[config.mk]
export PLATFORM = sky130hd
export DESIGN_NAME = rnd_tri_carrier
export DESIGN_NICKNAME = d
export VERILOG_FILES = /design/src/rtl/rtc_pkg.sv /design/src/rtl/rtc_lfsr.sv /design/src/rtl/rtc_tri_gen.sv /design/src/rtl/rtc_sel.sv /design/src/rtl/rnd_tri_carrier.sv
export SDC_FILE = /design/constraint.sdc
export NUM_CORES = 1
export LEC_CHECK = 0
export ABC_AREA = 1
export BUFFER_PORTS_ARGS = -buffer_cell sky130_fd_sc_hd__buf_4
export CORE_MARGIN = 2
export CORE_UTILIZATION = 58
export CTS_BUF_LIST = sky130_fd_sc_hd__clkbuf_4 sky130_fd_sc_hd__clkbuf_8 sky130_fd_sc_hd__clkbuf_16
export DETAILED_ROUTE_END_ITERATION = 12
export PLACE_DENSITY = 0.88
export SKIP_LAST_GASP = 1
export SLEW_MARGIN = 25
export SYNTH_ARGS = -nofsm -noshare
export SYNTH_HDL_FRONTEND = slang
export SYNTH_SLANG_ARGS = --single-unit
[constraint.sdc]
create_clock -name clk_i -period 5.5 [get_ports clk_i]
set_clock_uncertainty 0.05 [all_clocks]
set_input_delay 1.1 -clock clk_i [delete_from_list [all_inputs] [get_ports clk_i]]
set_output_delay 1.1 -clock clk_i [all_outputs]
set_load 0.01 [all_outputs]
[src/rtl/rtc_pkg.sv]
package rtc_pkg;
  localparam int unsigned LFSR_W = 8;
  typedef logic [LFSR_W-1:0] lfsr_t;

  // x^8+x^6+x^5+x^4+1, Fibonacci form, new bit enters at bit 0
  function automatic lfsr_t lfsr_step(lfsr_t s);
    return {s[LFSR_W-2:0], s[7] ^ s[5] ^ s[4] ^ s[3]};
  endfunction
endpackage

[src/rtl/rtc_lfsr.sv]
module rtc_lfsr
  import rtc_pkg::*;
#(
  parameter lfsr_t DEF_SEED = 8'hB5
) (
  input  logic  clk_i,
  input  logic  rst_ni,
  input  logic  load_i,
  input  logic  adv_i,
  input  lfsr_t seed_i,
  output lfsr_t state_o,
  output logic  nxt_bit_o
);
  lfsr_t state_q, seed_eff, stepped;

  assign seed_eff = (seed_i == '0) ? DEF_SEED : seed_i;
  assign stepped  = lfsr_step(state_q);

  always_ff @(posedge clk_i or negedge rst_ni) begin
    if (!rst_ni)     state_q <= DEF_SEED;
    else if (load_i) state_q <= seed_eff;
    else if (adv_i)  state_q <= stepped;
  end

  // bit that bit 0 will hold after this edge
  assign nxt_bit_o = load_i ? seed_eff[0] : stepped[0];
  assign state_o   = state_q;

  p_lfsr_nonzero_r3: assert property (@(posedge clk_i) disable iff (!rst_ni)
    state_q != '0);
  p_lfsr_step_r3: assert property (@(posedge clk_i) disable iff (!rst_ni)
    adv_i && !load_i |=> state_q == {$past(state_q[6:0]),
      $past(state_q[7] ^ state_q[5] ^ state_q[4] ^ state_q[3])});
endmodule

[src/rtl/rtc_tri_gen.sv]
module rtc_tri_gen #(
  parameter int unsigned CNT_W = 16
) (
  input  logic             clk_i,
  input  logic             rst_ni,
  input  logic [CNT_W-1:0] period_i,
  output logic             bnd_o,
  output logic             first_o,
  output logic             strobe_o,
  output logic [CNT_W-1:0] tri_o,
  output logic [CNT_W-1:0] half_o
);
  localparam logic [CNT_W-1:0] MIN_PER = CNT_W'(2);

  logic             started_q, strobe_q;
  logic [CNT_W-1:0] ph_q, per_q, per_eff;

  assign per_eff = (period_i < MIN_PER) ? MIN_PER : period_i;
  assign first_o = !started_q;
  assign bnd_o   = !started_q || (ph_q == per_q - CNT_W'(1));

  always_ff @(posedge clk_i or negedge rst_ni) begin
    if (!rst_ni) begin
      started_q <= 1'b0;
      strobe_q  <= 1'b0;
      ph_q      <= '0;
      per_q     <= '0;
    end else if (bnd_o) begin
      started_q <= 1'b1;
      strobe_q  <= 1'b1;
      ph_q      <= '0;
      per_q     <= per_eff;
    end else begin
      strobe_q  <= 1'b0;
      ph_q      <= ph_q + CNT_W'(1);
    end
  end

  assign half_o   = per_q >> 1;
  assign tri_o    = (ph_q <= half_o) ? ph_q : (per_q - ph_q);
  assign strobe_o = strobe_q;

  p_strobe_pulse_r4: assert property (@(posedge clk_i) disable iff (!rst_ni)
    strobe_q |=> !strobe_q);
  p_strobe_phase_r4: assert property (@(posedge clk_i) disable iff (!rst_ni)
    strobe_q |-> ph_q == '0 && per_q >= MIN_PER);
  p_period_hold_r8: assert property (@(posedge clk_i) disable iff (!rst_ni)
    started_q && !bnd_o |=> $stable(per_q));
  p_tri_peak_r5: assert property (@(posedge clk_i) disable iff (!rst_ni)
    tri_o <= half_o);
endmodule

[src/rtl/rtc_sel.sv]
module rtc_sel #(
  parameter int unsigned CNT_W = 16
) (
  input  logic             clk_i,
  input  logic             rst_ni,
  input  logic             bnd_i,
  input  logic             bit_i,
  input  logic [CNT_W-1:0] tri_i,
  input  logic [CNT_W-1:0] half_i,
  output logic             sel_o,
  output logic [CNT_W-1:0] carrier_o
);
  logic sel_q;

  always_ff @(posedge clk_i or negedge rst_ni) begin
    if (!rst_ni)    sel_q <= 1'b0;
    else if (bnd_i) sel_q <= bit_i;
  end

  // 1 -> normal, 0 -> inverted about the same peak
  assign carrier_o = sel_q ? tri_i : (half_i - tri_i);
  assign sel_o     = sel_q;

  p_sel_hold_r7: assert property (@(posedge clk_i) disable iff (!rst_ni)
    !bnd_i |=> $stable(sel_q));
  p_carrier_range_r6: assert property (@(posedge clk_i) disable iff (!rst_ni)
    carrier_o <= half_i);
endmodule

[src/rtl/rnd_tri_carrier.sv]
module rnd_tri_carrier
  import rtc_pkg::*;
#(
  parameter int unsigned CNT_W    = 16,
  parameter lfsr_t       DEF_SEED = 8'hB5
) (
  input  logic             clk_i,
  input  logic             rst_ni,
  input  logic [7:0]       seed_i,
  input  logic [CNT_W-1:0] period_i,
  output logic [CNT_W-1:0] carrier_o,
  output logic             rand_bit_o,
  output logic             strobe_o
);
  logic             bnd, first, nxt_bit;
  logic [CNT_W-1:0] tri_v, half_v;
  lfsr_t            lfsr_state;

  rtc_tri_gen #(.CNT_W(CNT_W)) u_tri (
    .clk_i    (clk_i),
    .rst_ni   (rst_ni),
    .period_i (period_i),
    .bnd_o    (bnd),
    .first_o  (first),
    .strobe_o (strobe_o),
    .tri_o    (tri_v),
    .half_o   (half_v)
  );

  rtc_lfsr #(.DEF_SEED(DEF_SEED)) u_lfsr (
    .clk_i     (clk_i),
    .rst_ni    (rst_ni),
    .load_i    (bnd && first),
    .adv_i     (bnd && !first),
    .seed_i    (seed_i),
    .state_o   (lfsr_state),
    .nxt_bit_o (nxt_bit)
  );

  rtc_sel #(.CNT_W(CNT_W)) u_sel (
    .clk_i     (clk_i),
    .rst_ni    (rst_ni),
    .bnd_i     (bnd),
    .bit_i     (nxt_bit),
    .tri_i     (tri_v),
    .half_i    (half_v),
    .sel_o     (rand_bit_o),
    .carrier_o (carrier_o)
  );

  p_strobe_bit_r3: assert property (@(posedge clk_i) disable iff (!rst_ni)
    strobe_o |-> rand_bit_o == lfsr_state[0]);
  p_bit_only_at_strobe_r7: assert property (@(posedge clk_i) disable iff (!rst_ni)
    !strobe_o |-> $stable(rand_bit_o));
  p_slope_r5: assert property (@(posedge clk_i) disable iff (!rst_ni)
    !strobe_o |-> ((carrier_o >= $past(carrier_o)) ? (carrier_o - $past(carrier_o))
                   : ($past(carrier_o) - carrier_o)) <= CNT_W'(1));
endmodule

==> results.yml <==
outcome:
  status: "finished clean"
pwr:
  combPwrFrac_pct: 42.8
  p_leak_nw: 2.96
  clkPwrFrac_pct: 22.8
  swShare_pct: 39.5
  p_int_mw: 0.668
  peakVddDrop_v: 0.000177
  pwr-share-seq_pct: 34.3
  p_per_area_nw_per_um2: 197
  power_switching_mw: 0.436
logic_synthesis:
  synth_ff_type: "dfrtp_1"
  ys_warn_count: 0
  netlist_instances: 768
  yosysSeqAreaShare_pct: 21.2
  postSynthNetCount: 834
  synth_edf_count: 0
  syn_area_um2: 5120
  synth_area_per_cell_um2: 6.66
  synth_cell_types: 49
  async_flop_share_pct: 100
  ys_ff_latch: 43
timing:
  fin_crit_sh_pct: 95.4
  clock.fmax_mhz: 191
  grt_setup_unrepaired: "false"
  relSlewSlack_pct: 39.9
  drv_slew: 0
  final.min_clock_period_ps: 5250
  finalSetupViolCount: 0
  final.setup.tns_ps: 0
  hold_violations: 0
  tightest_slew_ps: 898
global_route:
  grt_max_degree: 49
  grt_overflow: 0
  grt_pass1_vias: 4996
  grt.met1_usage_pct: 38.7
  busiest_layer: "met2"
  use_met2_pct: 47.7
  grt_pass1_wl_mm: 22.7
  grt_usage_pct: 28.5
  grt_use_met3_pct: 3.01
  antenna_found_initial: 0
worst_hold_path:
  hold_path.class: "reg -> reg"
  hold_start: "u_lfsr.state_o[0]"
place:
  io_buffer_count: 43
  dpl.hpwl_mm: 10.8
  gp_congestion: 0.945
  dpl_cell_area_um2: 5470
clocking:
  cts.htree.levels: 2
  cts_resized: 0
  clkTransAtPathRegs_ps: 80
  clock_latency_ps: 300
  clock_path_buffers: 2
  cts_tree: "yes"
  ctsHoldBuffers: 0
  cts_sinks: 43
  cts_inserted_buffers: 5
  cts_root_buf: "clkbuf_8"
  post_cts_buffers: 0
route:
  drc_errors: 0
  drtAntennaViolNets: 0
  drt-total-wl_mm: 13.4
  first_pass_iters: 5
  via_count: 5148
  routed_via_density: 5.64
  routedWlPerCell_um: 14.7
  drt_iter0_drc: 259
cells_and_area:
  area_growth_pct: 9.27
  nFillCells: 769
  diodes: 0
  drive_above_1_share_pct: 17.4
  fin_area_um2: 5590
  nNetsFinal: 869
critical_path:
  cp_slowest_stage_delay_ps: 440
  cp_slowest_cell: "dfrtp_1"
  cpMostUsedCell: "nand2_1"
  crit_chain: "inv_1 -> ha_1 -> a21oi_1 -> nand2_1 -> a21oi_2 -> nand2_4 -> nand2_8 -> o21ai_0 -> ha_1 -> fa_1 -> o21bai_1 -> nand2_1 -> nand2_1 -> nand3b_4 -> nand2_1 -> nand3_1 -> nand2_1 -> nand2_1 -> nand3_1 -> nand2_1 -> buf_4"
  start_kind: "flip-flop"
  worstSetupStartpoint: "u_tri.per_q[12]"
  cp_data_required_time_ps: 4350
  rr_startpoint: "u_tri.per_q[1]"
  critPathKind: "reg -> out"
  cp_data_arrival_time_ps: 4100
  path_max_fanout: 22
  endpoint_kind: "output pin"
floorplanning:
  die_y_um: 97.9
  die_area_um2: 9590
  rows: 34
  floorplan.initialDensity_pct: 59.2
  fp.dieW_um: 97.9
  pin_count: 44
  core-area_um2: 8640
run:
  drv_cap: 0
[power groups by stage]
stage                     logic, mW  registers, mW  clock network, mW
after floorplan               0.332          0.370                  0
after global placement        0.450          0.382                  0
after detailed placement      0.464          0.384                  0
after CTS                     0.467          0.378              0.255
after global routing          0.531          0.384              0.271
final                         0.473          0.379              0.252
[critical path: cells and delay by family, from the launching register on]
kind	cells	cell delay [ps]
simple gates	12	1290
fa+ha+maj	3	1010
buf+inv	2	270
flops	1	440
compound gates	4	770
[cell usage in the layout (no fill, tap or decap), drive strengths merged, types with 2 or more instances in the layout]
cell      n
a21oi    24
a22oi     4
a31oi     3
buf      44
clkbuf    6
dfrtp    38
dfstp     5
fa        2
ha       38
inv     113
nand2   246
nand3    81
nand3b    7
nand4     7
nor2     50
nor3     16
nor3b     6
nor4     10
o211ai    3
o21ai    44
o21bai    3
or2       3
xnor2     9
xor2     32
[flip-flops by register name (all words and copies together) (netlist names)]
register,count
u_tri.ph_q,16
u_tri.strobe_o,1
u_sel.sel_o,1
u_tri.started_q,1
u_tri.per_q,16
u_lfsr.state_o,8
[worst paths after layout]
kind	to	slack, ps	depth (start not counted)
max in group asynchronous	u_tri.per_q[8]	4270	1
hold reg to reg	u_lfsr.state_o[0]	440	2
hold / removal	u_lfsr.state_o[0]	440	2
min in group asynchronous	u_tri.strobe_o	730	1
setup / recovery	carrier_o[12]	250	21
setup reg to reg	u_tri.per_q[11]	1770	15
[cell usage after synthesis (6+ instances only)]
| library cell | number | area (µm²) |
|---|---|---|
| nor2_1 | 42 | 158 |
| dfrtp_1 | 38 | 951 |
| nor4_1 | 7 | 43.8 |
| a21oi_1 | 23 | 115 |
| ha_1 | 38 | 475 |
| nand3b_1 | 6 | 45.0 |
| inv_1 | 99 | 372 |
| xor2_1 | 32 | 280 |
| nor2_2 | 7 | 43.8 |
| nor3_1 | 10 | 50.1 |
| o21ai_0 | 21 | 105 |
| nand4_1 | 7 | 43.8 |
| o21ai_1 | 23 | 115 |
| inv_2 | 14 | 52.6 |
| nand2_2 | 21 | 131 |
| nand3_2 | 10 | 100 |
| xnor2_1 | 9 | 78.8 |
| nand3_1 | 69 | 345 |
| nor3b_2 | 6 | 75.1 |
| nand2_1 | 221 | 830 |
[metal layers]
layer  up-vias  share of wire (%)
li1       2549                  -
met1      2385                 46
met2       183                 46
met3        31                5.4
met4         0                2.8
met5         -                  0
[stage by stage]
step                      hold WS, ps  util (%)  setup WS [ps]  instances  total power, mW
after floorplan                   408         -           1130        768            0.702
after global placement            426      63.3            753        904            0.832
after detailed placement          429      63.3            608        904            0.848
after CTS                         443      64.6            234        912             1.10
after global routing              474      64.7           3.92        912             1.19
final                             440      64.7            255        912             1.10
[layout make-up]
cell class              instances  area, µm²  share of cell area [%]
multi-input cells             595       3500                    62.6
flip-flops and latches         43       1080                    19.4
inverters                     114        428                    7.65
repair buffers                 44        330                    5.91
well taps                     108        135                    2.42
clock buffers                   6       76.3                    1.37
clock inverters                 2       37.5                   0.671
[cell families (layout without fill, tap and decap cells)]
logic type      after synthesis  in the layout  share of synthesized area [%]
fa+ha+maj                    40             40                           10.1
buf+inv                     130            166                           10.7
flops                        43             43                           21.2
compound gates               86             86                           9.37
simple gates                427            427                           41.6
other cells                   1              1                         0.0733
xor+xnor                     41             41                           7.02
No activity file was read; power rests on OpenSTA's default activity.
